==> src/rtl/cache_region_pkg.sv <==
package cache_region_pkg;
  localparam int DATA_W   = 32;
  localparam int NUM_MAPS = 3;
  localparam int SEL_W    = 3;

  localparam logic [SEL_W-1:0] SEL_FLUSH    = 3'd1;
  localparam logic [SEL_W-1:0] SEL_CTRL     = 3'd2;
  localparam logic [SEL_W-1:0] SEL_MAP_BASE = 3'd3;

  // map order: 0 cacheable, 1 updateable, 2 disruptive
  localparam int MAP_CACHE   = 0;
  localparam int MAP_UPDATE  = 1;
  localparam int MAP_DISRUPT = 2;

  localparam logic [NUM_MAPS-1:0][DATA_W-1:0] MAP_RST = {
    32'hF000_0000, 32'h0000_7FFF, 32'hFC00_7FFF
  };

  function automatic logic [DATA_W-1:0] next_val(
    input logic [DATA_W-1:0] old_v,
    input logic [DATA_W-1:0] data_v,
    input logic [DATA_W-1:0] mask_v,
    input logic              rmw
  );
    return rmw ? ((old_v & mask_v) ^ data_v) : data_v;
  endfunction
endpackage

==> src/rtl/crc_regfile.sv <==
module crc_regfile
  import cache_region_pkg::*;
#(
  parameter int W     = DATA_W,
  parameter int NMAPS = NUM_MAPS
) (
  input  logic                       clk_i,
  input  logic                       rst_ni,
  input  logic                       req_i,
  input  logic                       we_i,
  input  logic                       rmw_i,
  input  logic [SEL_W-1:0]           sel_i,
  input  logic [W-1:0]               wdata_i,
  input  logic [W-1:0]               mask_i,
  output logic [W-1:0]               rdata_o,
  output logic                       flush_wr_o,
  output logic [1:0]                 ctrl_o,
  output logic [NMAPS-1:0][W-1:0]    maps_o
);
  localparam int CTRL_W = 2;

  logic              wr;
  logic [CTRL_W-1:0] ctrl_q;
  logic [W-1:0]      ctrl_ext;

  assign wr         = req_i & we_i;
  assign flush_wr_o = wr & (sel_i == SEL_FLUSH);
  assign ctrl_ext   = {{(W-CTRL_W){1'b0}}, ctrl_q};

  always_ff @(posedge clk_i or negedge rst_ni) begin
    if (!rst_ni) ctrl_q <= '0;
    else if (wr && sel_i == SEL_CTRL)
      ctrl_q <= CTRL_W'(next_val(ctrl_ext, wdata_i, mask_i, rmw_i));
  end

  for (genvar g = 0; g < NMAPS; g++) begin : g_map
    logic [W-1:0] map_q;
    logic         hit;
    assign hit = wr && (sel_i == SEL_W'(int'(SEL_MAP_BASE) + g));
    always_ff @(posedge clk_i or negedge rst_ni) begin
      if (!rst_ni)  map_q <= MAP_RST[g];
      else if (hit) map_q <= next_val(map_q, wdata_i, mask_i, rmw_i);
    end
    assign maps_o[g] = map_q;
  end

  always_comb begin
    rdata_o = '0;
    if (sel_i == SEL_CTRL) rdata_o = ctrl_ext;
    for (int i = 0; i < NMAPS; i++)
      if (sel_i == SEL_W'(int'(SEL_MAP_BASE) + i)) rdata_o = maps_o[i];
  end

  assign ctrl_o = ctrl_q;
endmodule

==> src/rtl/crc_classifier.sv <==
module crc_classifier
  import cache_region_pkg::*;
#(
  parameter int W     = DATA_W,
  parameter int IDX_W = 5
) (
  input  logic             valid_i,
  input  logic             write_i,
  input  logic             en_i,
  input  logic [IDX_W-1:0] idx_i,
  input  logic [W-1:0]     cache_map_i,
  input  logic [W-1:0]     update_map_i,
  input  logic [W-1:0]     disrupt_map_i,
  output logic             cacheable_o,
  output logic             update_o,
  output logic             disrupt_o
);
  logic live;
  assign live        = valid_i & en_i;
  assign cacheable_o = live & cache_map_i[idx_i];
  assign update_o    = live & write_i & update_map_i[idx_i];
  assign disrupt_o   = live & write_i & disrupt_map_i[idx_i];
endmodule

==> src/rtl/crc_flush_gen.sv <==
module crc_flush_gen (
  input  logic clk_i,
  input  logic rst_ni,
  input  logic reg_flush_i,
  input  logic bus_flush_i,
  output logic flush_o
);
  // both sources merge into one registered pulse
  logic flush_q;
  always_ff @(posedge clk_i or negedge rst_ni) begin
    if (!rst_ni) flush_q <= 1'b0;
    else         flush_q <= reg_flush_i | bus_flush_i;
  end
  assign flush_o = flush_q;
endmodule

==> src/rtl/cache_region_ctrl.sv <==
module cache_region_ctrl
  import cache_region_pkg::*;
#(
  parameter int ADDR_W     = 32,
  parameter int REGION_LSB = 21
) (
  input  logic              clk_i,
  input  logic              rst_ni,
  input  logic              reg_req_i,
  input  logic              reg_we_i,
  input  logic              reg_rmw_i,
  input  logic [SEL_W-1:0]  reg_sel_i,
  input  logic [DATA_W-1:0] reg_wdata_i,
  input  logic [DATA_W-1:0] reg_mask_i,
  output logic [DATA_W-1:0] reg_rdata_o,
  input  logic              acc_valid_i,
  input  logic              acc_write_i,
  input  logic [ADDR_W-1:0] acc_addr_i,
  output logic              acc_cacheable_o,
  output logic              acc_update_o,
  output logic              flush_o,
  output logic              cache_en_o,
  output logic              shared_xlat_o
);
  localparam int IDX_W = $clog2(DATA_W);

  logic [NUM_MAPS-1:0][DATA_W-1:0] maps;
  logic [1:0]       ctrl;
  logic             reg_flush;
  logic             bus_flush;
  logic [IDX_W-1:0] region_idx;
  logic             unused_addr;

  assign region_idx  = acc_addr_i[REGION_LSB +: IDX_W];
  assign unused_addr = ^{acc_addr_i[ADDR_W-1:REGION_LSB+IDX_W], acc_addr_i[REGION_LSB-1:0]};

  crc_regfile #(.W(DATA_W), .NMAPS(NUM_MAPS)) u_regs (
    .clk_i      (clk_i),
    .rst_ni     (rst_ni),
    .req_i      (reg_req_i),
    .we_i       (reg_we_i),
    .rmw_i      (reg_rmw_i),
    .sel_i      (reg_sel_i),
    .wdata_i    (reg_wdata_i),
    .mask_i     (reg_mask_i),
    .rdata_o    (reg_rdata_o),
    .flush_wr_o (reg_flush),
    .ctrl_o     (ctrl),
    .maps_o     (maps)
  );

  crc_classifier #(.W(DATA_W), .IDX_W(IDX_W)) u_class (
    .valid_i       (acc_valid_i),
    .write_i       (acc_write_i),
    .en_i          (ctrl[0]),
    .idx_i         (region_idx),
    .cache_map_i   (maps[MAP_CACHE]),
    .update_map_i  (maps[MAP_UPDATE]),
    .disrupt_map_i (maps[MAP_DISRUPT]),
    .cacheable_o   (acc_cacheable_o),
    .update_o      (acc_update_o),
    .disrupt_o     (bus_flush)
  );

  crc_flush_gen u_flush (
    .clk_i       (clk_i),
    .rst_ni      (rst_ni),
    .reg_flush_i (reg_flush),
    .bus_flush_i (bus_flush),
    .flush_o     (flush_o)
  );

  assign cache_en_o    = ctrl[0];
  assign shared_xlat_o = ctrl[1];
endmodule

==> config.mk <==
export PLATFORM = sky130hd
export DESIGN_NAME = cache_region_ctrl
export DESIGN_NICKNAME = d
export VERILOG_FILES = /design/src/rtl/cache_region_pkg.sv /design/src/rtl/crc_regfile.sv /design/src/rtl/crc_classifier.sv /design/src/rtl/crc_flush_gen.sv /design/src/rtl/cache_region_ctrl.sv
export SDC_FILE = /design/constraint.sdc
export NUM_CORES = 1
export LEC_CHECK = 0
export BUFFER_PORTS_ARGS = -buffer_cell sky130_fd_sc_hd__buf_2
export CAP_MARGIN = 40
export CELL_PAD_IN_SITES_DETAIL_PLACEMENT = 1
export CELL_PAD_IN_SITES_GLOBAL_PLACEMENT = 2
export CORE_MARGIN = 2
export CORE_UTILIZATION = 37
export CTS_BUF_LIST = sky130_fd_sc_hd__clkbuf_4 sky130_fd_sc_hd__clkbuf_8
export DETAILED_ROUTE_END_ITERATION = 12
export GPL_TIMING_DRIVEN = 0
export PLACE_DENSITY = 0.95
export SLEW_MARGIN = 20
export SYNTH_ARGS = -nofsm -noshare
export SYNTH_HDL_FRONTEND = slang
export SYNTH_SLANG_ARGS = --single-unit
==> constraint.sdc <==
create_clock -name clk_i -period 4.37 [get_ports clk_i]
set_input_delay 0 -clock clk_i [delete_from_list [all_inputs] [get_ports clk_i]]
set_output_delay 0 -clock clk_i [all_outputs]
set_load 0.005 [all_outputs]
**After elaboration in Yosys (flattened, before gate mapping)**

Index checks and enable logic that the tools add are counted.

- Bits in registers: 99
- Latch bits: 0
- RAM bits: 0
- ROM bits: 0
- Output and inout bits: 37
- Word-level logic and storage cells: 45
- Memories kept: 0

- $add $sub $neg: 0
- Multiply operators: 0
- Divide/modulo/power cells: 0
- $lt $le $gt $ge: 1
- Equality and inequality tests: 5
- Shifts and indexed selects: 0
- Multiplexer cells: 14
- Bitwise logic cells: 16
- Reduce and logical (&&, ||, !) cells: 4

Operators with widths:

| operator | number |
|---|---|
| 32-bit 2-to-1 mux | 6 |
| 32-bit bitwise AND | 3 |
| 32-bit XOR | 3 |
| 1-bit binary-select mux with 5-bit select | 3 |
| 1-bit bitwise AND | 7 |
| 3-bit by 2-bit equality test with 1-bit output, second input constant | 2 |
| 3-bit equality test, second input constant | 2 |
| 5-bit by 6-bit less-than comparator with 1-bit output, second input constant | 1 |
| 1-bit logical AND | 4 |
| 2-bit 2-to-1 mux | 2 |
| 3-bit by 1-bit equality test with 1-bit output, second input constant | 1 |
| 1-bit 2-to-1 mux | 3 |
| 2-bit bitwise AND | 1 |
| 2-bit XOR | 1 |
| 1-bit bitwise OR | 1 |

**Depth between registers and ports, before layout**

Gate-level depths: netlist of run 1.

- Word-level depth: 5
- Depth in mapped cells: 7
- Mapped depth without buffers: 5

**By module**

From an unflattened synthesis of run 1, not the netlist that was laid out.

- Cells, all modules: 655
- Area, all modules: 6779.0 um^2

Modules (own cells, without submodules):

| module | times used | cells each | area an instance (um^2) | sequential area each (um^2) |
|---|---|---|---|---|
| crc_regfile | 1 | 565 | 5764.3 | 2502.4 |
| crc_classifier | 1 | 88 | 983.4 | 0.0 |
| crc_flush_gen | 1 | 2 | 31.3 | 25.0 |

**Worst setup path before layout of run 1**

No wires, ideal clock.

- Path kind: reg-to-output
- Start point: register u_regs.g_map[0].map_q[15]
- End point: output port acc_cacheable_o
- Arrival: 1.532 ns
- Data required time: 4.370 ns
- Path slack: 2.838 ns
- Cell stages (with the launch flop): 4
- Buffers on the path: 0
- Cell sequence: dfrtp_1 mux4_2 mux4_2 o2111a_1

- Word-level cells in the longest chain between the ends: 3

Ends and longest elaborated chain:

| item | RTL line | RTL |
|---|---|---|
| from (decl) | crc_regfile.sv:37 | `logic [W-1:0] map_q;` |
| from (signal assigned) | crc_regfile.sv:41 | `if (!rst_ni) map_q <= MAP_RST[g];` |
| from (signal assigned) | crc_regfile.sv:42 | `else if (hit) map_q <= next_val(map_q, wdata_i, mask_i, rmw_i);` |
| 1-bit binary-select mux with 5-bit select | crc_classifier.sv:20 | `assign cacheable_o = live & cache_map_i[idx_i];` |
| 1-bit 2-to-1 mux (not written as such) | crc_classifier.sv:20 |  |
| 1-bit bitwise AND | crc_classifier.sv:20 |  |
| to (decl) | cache_region_ctrl.sv:19 | `output logic acc_cacheable_o,` |

Every way passes these cells. The select of a mux whose other input is x is not followed.

**Final worst setup path of run 1**

- Start point: input port reg_sel_i[1]
- End point: register u_regs.g_map[1].map_q[4]

- Word-level cells in the longest chain between the ends: 2

Ends and longest elaborated chain:

| item | RTL line | RTL |
|---|---|---|
| from (decl) | cache_region_ctrl.sv:12 | `input logic [SEL_W-1:0] reg_sel_i,` |
| 3-bit equality test | crc_regfile.sv:39 | `assign hit = wr && (sel_i == SEL_W'(int'(SEL_MAP_BASE) + g));` |
| 1-bit logical AND | crc_regfile.sv:39 |  |
| to (signal assigned) | crc_regfile.sv:41 |  |
| to (signal assigned) | crc_regfile.sv:42 |  |
| to (decl) | crc_regfile.sv:37 |  |

Every way passes these cells.
A chain may end at the register's enable or synchronous reset.

==> flow_summary.ini, run 1 <==
[floorplanning]
die_h_microns = 134
fp.dieW_microns = 134
row_count = 47
dieArea_sq_mm = 0.0181
ios = 143
initial_core_util_pct = 38.0
core_sq_mm = 0.0166

[clock_network]
cts_max_level = 3
clk_path_buf_depth = 2
cts-hold-fix-buffers = 84
cts_root_buf = clkbuf_8
post_cts_resize_count = 0
clock_latency_ns = 0.40
cts_tree = done
cts_sinks = 99
post-cts-setup-buffers = 0
cts_buffers = 9
clkTransAtPathRegs_ns = 0.11

[sta]
min_period_ns = 2.90
skew_ns = 0.0149
drv_slew = 0
setup_viol = 0
relSlewSlack_pct = 46.3
rsz0062_at_grt = no
final_hold_viol_count = 0
fin_setup_tns_ns = 0
worst_slack_ns = 1.47
tightest_slew_ns = 0.806
fmax_mhz = 345
min_period_over_period_pct = 66.4

[synthesis]
synth_nets = 772
avgSynthCellArea_sq_um = 9.45
yosys_warnings = 0
synthDistinctLibCells = 31
synthCells = 666
synth_area_sq_mm = 0.00630
ys_ff_latch = 99
ys_seq_area_share_pct = 40.1

[power]
power_density_mw_per_mm2 = 364
power_leakage_nw = 3.26
peakVddDrop_mv = 0.156
sw_frac_of_total_pct = 33.6
clkPwrFrac_pct = 22.7
combPwrFrac_pct = 29.3
internal-power_w = 0.00198
p_seq_share_pct = 48.1
switching_power_w = 0.00101

[placed_design]
place.port_buffers = 109
dp_cells = 996
place_ws_ns = 2.15
placedInstanceArea_sq_mm = 0.00715
dpl.hpwl_microns = 18100
gp_congestion = 0.890

[global_route]
grt-ovfl-total = 0
grt_pass1_vias = 7471
grt_pass1_wl_microns = 41300
antenna_found_initial = 2
gr-usage-all-layers_pct = 29.9
grt_start_max_net_pins = 60

[cells_and_area]
fin_cells = 1098
nets = 977
finalInstanceArea_sq_mm = 0.00821
drive_above_1_share_pct = 23.2
final_common_cell = buf_2
final_cell_mix = buf_2 (117), nand3_1 (107), o21ai_0 (103), nand2_1 (86)
synthToLayoutAreaGrowth_pct = 30.5
utilization_pct = 49.5

[drt]
vias_per_cell = 6.41
dr_total_vias = 7041
routedWlPerCell_microns = 24.2
drc = 0
wl_microns = 26600
drtIter0Drc = 718
firstDrtPassIters = 5
ant_nets = 0

[setup_path]
cp.required_ns = 4.69
path_buf_inv = 5
cp-end-kind = flip-flop
slowest_delay_ns = 0.60
critPathKind = primary input to flip-flop
critPathMaxFanout = 10
crit_family = buffers and inverters
path_cells = dlygate4sd3_1, buf_2, nand2b_1, clkbuf_1, nor3_1, clkbuf_1, o21ai_0, a32o_1, dlygate4sd3_1
cp-start-kind = primary input
crit_slowest_cell = nor3_1
worstPathArrival_ns = 3.22
reg2reg_setup_slack_ns = 2.66

[run]
cap_violations = 0

[outcome]
outcome = finished, final reports clean

[hold_path]
min_path_type = primary input to flip-flop
[flip-flops by register name, indices dropped and copies added (netlist names)]
name	cells
u_regs.g_map.map_q	96
u_flush.flush_o	1
u_regs.ctrl_o	2
[metrics by stage]
| step | power (W) | hold WS, ns |
|---|---|---|
| after global routing | 0.00312 | 0.00940 |
| after floorplan | 0.00183 | -0.296 |
| after global placement | 0.00212 | 0.234 |
| after detailed placement | 0.00218 | -0.0526 |
| final | 0.00299 | 0.0120 |
| after CTS | 0.00297 | 0.000757 |
[logic make-up (layout without fill, tap and decap cells)]
family                 Yosys count  in the layout  synth area share (%)
flip-flops                      99             99                  40.1
AO/OA/AOI/OAI                  229            229                  25.4
AND/OR/NAND/NOR                219            219                  15.7
buffers and inverters           54            264                  3.70
multiplexers                    65             65                  15.1
other                            0              2                     0
[synth_stat cells, drive strengths merged]
cell	number	area [sq um]
a211oi	1	7.51
nand2	86	323
buf	14	82.6
dfrtp	59	1480
nor3	3	15.0
a41oi	2	17.5
or3	6	37.5
o2111a	1	11.3
and3	1	6.26
and2	1	6.26
o21ai	126	631
clkbuf	38	143
a21oi	9	45.0
o22ai	3	18.8
a311o	1	10.0
nor2	12	45.0
a31oi	1	6.26
inv	2	7.50
a32o	84	841
mux2i	40	400
a221oi	1	8.76
nand2b	3	18.8
mux4	24	541
nand3	107	536
mux2	1	11.3
dfstp	40	1050
[final cells by class]
type	count	area, sq um
fill	1979	8370
multi-input combinational	513	3540
sequential	99	2530
timing repair buffer	194	1420
tap	220	275
buffer	52	225
clock buffer	13	173
clock inverter	3	45.0
inverter	2	7.51
antenna	2	5.00
[per-layer routing]
metal | up-vias | track usage [%] | part of all wire [%]
li1 | 3024 | - | -
met1 | 3576 | 38.8 | 41
met2 | 375 | 49.2 | 49
met3 | 64 | 4.88 | 7.8
met4 | 2 | 13.6 | 2.9
met5 | - | 0 | 0.030
[path summary, 6_finish.rpt]
check / startpoint / endpoint / cells after the start
max in group asynchronous: rst_ni / u_regs.g_map[1].map_q[14] / 3
worst max-delay path: reg_sel_i[1] / u_regs.g_map[1].map_q[4] / 9
worst min register to register: u_regs.g_map[1].map_q[0] / u_regs.g_map[1].map_q[0] / 2
worst max register to register: u_regs.g_map[2].map_q[21] / u_flush.flush_o / 5
worst min-delay path: reg_mask_i[24] / u_regs.g_map[2].map_q[24] / 3
min in group asynchronous: rst_ni / u_regs.ctrl_o[0] / 2
[power by group through the flow]
stage / clock network (W) / registers, W / logic, W
finish: 0.000677 / 0.00144 / 0.000875
global route: 0.000713 / 0.00147 / 0.000941
CTS: 0.000686 / 0.00143 / 0.000860
detailed placement: 0 / 0.00144 / 0.000744
global placement: 0 / 0.00142 / 0.000702
floorplan: 0 / 0.00135 / 0.000480
[worst reg2reg max path, cell delays in order (launching register included)]
cell and delay [ns]:
dfrtp_1 0.43, mux2_1 0.31, or3_1 0.30, a41oi_1 0.22, a311o_1 0.18, o22ai_1 0.12
No activity file was read; power rests on OpenSTA's default activity.
==> inputs of run 2 (changes only) <==
--- a/config.mk
+++ b/config.mk
@@ -5,16 +5,17 @@
 export SDC_FILE = /design/constraint.sdc
 export NUM_CORES = 1
 export LEC_CHECK = 0
+export ABC_AREA = 1
 export BUFFER_PORTS_ARGS = -buffer_cell sky130_fd_sc_hd__buf_2
 export CAP_MARGIN = 40
 export CELL_PAD_IN_SITES_DETAIL_PLACEMENT = 1
 export CELL_PAD_IN_SITES_GLOBAL_PLACEMENT = 2
 export CORE_MARGIN = 2
-export CORE_UTILIZATION = 37
+export CORE_UTILIZATION = 28
 export CTS_BUF_LIST = sky130_fd_sc_hd__clkbuf_4 sky130_fd_sc_hd__clkbuf_8
 export DETAILED_ROUTE_END_ITERATION = 12
 export GPL_TIMING_DRIVEN = 0
-export PLACE_DENSITY = 0.95
+export PLACE_DENSITY = 0.85
 export SLEW_MARGIN = 20
 export SYNTH_ARGS = -nofsm -noshare
 export SYNTH_HDL_FRONTEND = slang
==> constraint.sdc (replaced) <==
create_clock -name clk_i -period 2.54 [get_ports clk_i]
set_input_delay 0 -clock clk_i [delete_from_list [all_inputs] [get_ports clk_i]]
set_output_delay 0 -clock clk_i [all_outputs]
set_load 0.005 [all_outputs]
==> run 2 against run 1 <==
Net effect: global-route usage shrank 9.0 points; clock skew fell by 0.010 ns; critical path depth unchanged; hold slack better by 0.015 ns; sequential share of layout area rose by 1.9 points; first-iteration DRC count decreased by 58%; clock power rose by 46%; largest cell class unchanged.
==> flow_summary.ini, run 2 <==
[outcome]
outcome = finished, final reports clean

[drt]
drc = 0
firstDrtPassIters = 4
drtIter0Drc = 304
vias_per_cell = 4.84
ant_nets = 0
dr_total_vias = 6326
wl_microns = 24400
routedWlPerCell_microns = 18.7

[synthesis]
synth_top_area_share_pct = 23.5
async_flop_share_pct = 100
synth_area_leader_cell = dfrtp_1
synth-main-ff-cell = dfrtp_1
avgSynthCellArea_sq_um = 7.28
synthTopCellsByCount = nand2_1 (340), nand3_1 (101), xor2_1 (98)
synth_edf_count = 0
ys_ff_latch = 99
synthCells = 863
synthDistinctLibCells = 24
ys_seq_area_share_pct = 40.2
synth_nets = 969
synth.area.top_cells = dfrtp_1 (24%), nand2_1 (20%), dfstp_2 (17%)
synth_area_sq_mm = 0.00628
synth_most_common_cell = nand2_1
yosys_warnings = 0

[clock_network]
cts_sinks = 99
cts_root_buf = clkbuf_8
cts_tree = done
clkTransAtPathRegs_ns = 0.09
post_cts_resize_count = 0
cts_buffers = 9
post-cts-setup-buffers = 0
clock_latency_ns = 0.39
cts_max_level = 3
clk_path_buf_depth = 2

[setup_path]
r2r-end = u_flush.flush_o
r2r_cells = 8
worstReg2RegStart = u_regs.g_map[2].map_q[31]
crit_slowest_cell = clkbuf_1
cp_num_cells = 9
critPathMaxFanout = 10
crit_end = acc_cacheable_o
path_cells = buf_2, clkbuf_1, o21ai_0, o22ai_1, nor2_1, nor2_1, nor2_1, nor2_1, buf_2
path_buf_inv = 3
critPathKind = primary input to output pin
cpMostUsedCell = nor2_1
cp-end-kind = output pin
worstPathArrival_ns = 1.89
cp.required_ns = 2.54
cp-start-kind = primary input
reg2reg_setup_slack_ns = 1.11
crit_start = acc_addr_i[22]
slowest_delay_ns = 0.63
crit_family = buffers and inverters

[floorplanning]
die_h_microns = 154
initial_core_util_pct = 28.7
row_count = 54
fp.dieW_microns = 154
dieArea_sq_mm = 0.0236
ios = 143
core_sq_mm = 0.0219

[sta]
min_period_ns = 1.89
skew_ns = 0.00482
drv_slew = 0
fmax_mhz = 529
rsz0062_at_grt = no
setup_viol = 0
tightest_slew_ns = 0.792
final_hold_viol_count = 0
worst_slack_ns = 0.651
relSlewSlack_pct = 47.2
hold_ws_ns = 0.0273
min_period_over_period_pct = 74.4
fin_setup_tns_ns = 0

[global_route]
grt-ovfl-total = 0
met2_usage_pct = 34.9
grt_pass1_vias = 6737
grtUsageMet1_pct = 27.4
grt_start_max_net_pins = 52
gr-usage-all-layers_pct = 20.9
busiest_layer = met2
grt_pass1_wl_microns = 38000
antenna_found_initial = 1
gr-usage-met3_pct = 2.73

[power]
power_leakage_nw = 3.47
peakVddDrop_mv = 0.211
total_power_w = 0.00552
power_density_mw_per_mm2 = 713

[cells_and_area]
final_common_cell = nand2_1
top_register = u_regs.g_map.map_q
drive_above_1_share_pct = 21.4
largest_reg_flops = 96
final_cell_mix = nand2_1 (340), buf_2 (136), nand3_1 (101), xor2_1 (98), o21ai_1 (82)
nets = 1127
utilization_pct = 35.3
synthToLayoutAreaGrowth_pct = 23.1
fill_cells = 2816

[placed_design]
dpl.hpwl_microns = 17800
place.port_buffers = 113
gp_congestion = 0.857
place_ws_ns = 0.691

[hold_path]
min_path_type = primary input to flip-flop

[run]
cap_violations = 0
-- run 2: changes by cell type after synthesis, moves of 10 or more --
cell,previous run,this run
o21ai_0,103,12
mux4_2,24,0
inv_1,1,41
clkbuf_1,38,14
nand2_1,86,340
mux2i_1,40,0
o21ai_2,0,10
a32o_1,84,0
xor2_1,0,98
o21ai_1,23,82
buf_2,9,24
-- run 2: area by class of cell --
| class | instances | area [sq um] | share of cell area, % |
|---|---|---|---|
| Multi-Input combinational cell | 669 | 3350 | 43.3 |
| Antenna cell | 1 | 2.50 | 0.0324 |
| Sequential cell | 99 | 2530 | 32.7 |
| Clock buffer | 13 | 154 | 1.99 |
| Buffer | 48 | 225 | 2.91 |
| Clock inverter | 3 | 15.0 | 0.194 |
| Tap cell | 280 | 350 | 4.53 |
| Inverter | 47 | 176 | 2.28 |
| Timing Repair Buffer | 147 | 930 | 12.0 |
-- run 2: cells by family (layout without fill, tap and decap cells) --
group / Yosys count / in the layout / synth area share, %
compound gates: 111 / 111 / 9.58
flops: 99 / 99 / 40.2
xor+xnor: 98 / 98 / 13.7
other cells: 0 / 1 / 0
buf+inv: 95 / 258 / 6.39
simple gates: 460 / 460 / 30.1
-- run 2: where the power goes --
| group | internal [W] | switching [W] | total, W |
|---|---|---|---|
| clock network | 0.000398 | 0.000593 | 0.000991 |
| registers | 0.00233 | 0.000543 | 0.00287 |
| logic | 0.000717 | 0.000933 | 0.00165 |
| total | 0.00345 | 0.00207 | 0.00552 |
-- run 2: through the flow --
step / area, sq um / instances
after floorplan: 6280 / 863
after global placement: 7200 / 1256
after detailed placement: 7230 / 1257
after CTS: 7730 / 1306
after global routing: 7730 / 1307
final: 7730 / 1307
-- run 2: tightest hold or removal path, stage by stage --
cell     delay [ns]
buf_2          0.10
nand2_1        0.05
inv_1          0.07
o21ai_2        0.14
xor2_1         0.06
-- run 2: what timing repair did --
| action | in CTS | in global routing |
|---|---|---|
| hold buffers | 33 | 0 |
| hold endpoints to repair | 162 | 0 |
| endpoints found under the setup margin | 0 | 0 |
-- run 2: layer usage --
layer,up-vias,part of all wire (%)
met5,-,0
met4,0,3.3
met3,42,3.8
met2,159,47
met1,3068,46
li1,3057,-
-- run 2: worst min path at each step --
stage / cells past startpoint / start / slack, ns / end
floorplan: 0 / rst_ni / -0.30 / u_flush.flush_o
global placement: 3 / reg_wdata_i[7] / 0.26 / u_regs.g_map[0].map_q[7]
detailed placement: 1 / rst_ni / -0.02 / u_regs.g_map[2].map_q[15]
CTS: 5 / reg_mask_i[29] / 0.01 / u_regs.g_map[0].map_q[29]
global route: 3 / reg_sel_i[0] / 0.02 / u_flush.flush_o
finish: 5 / reg_mask_i[29] / 0.03 / u_regs.g_map[0].map_q[29]
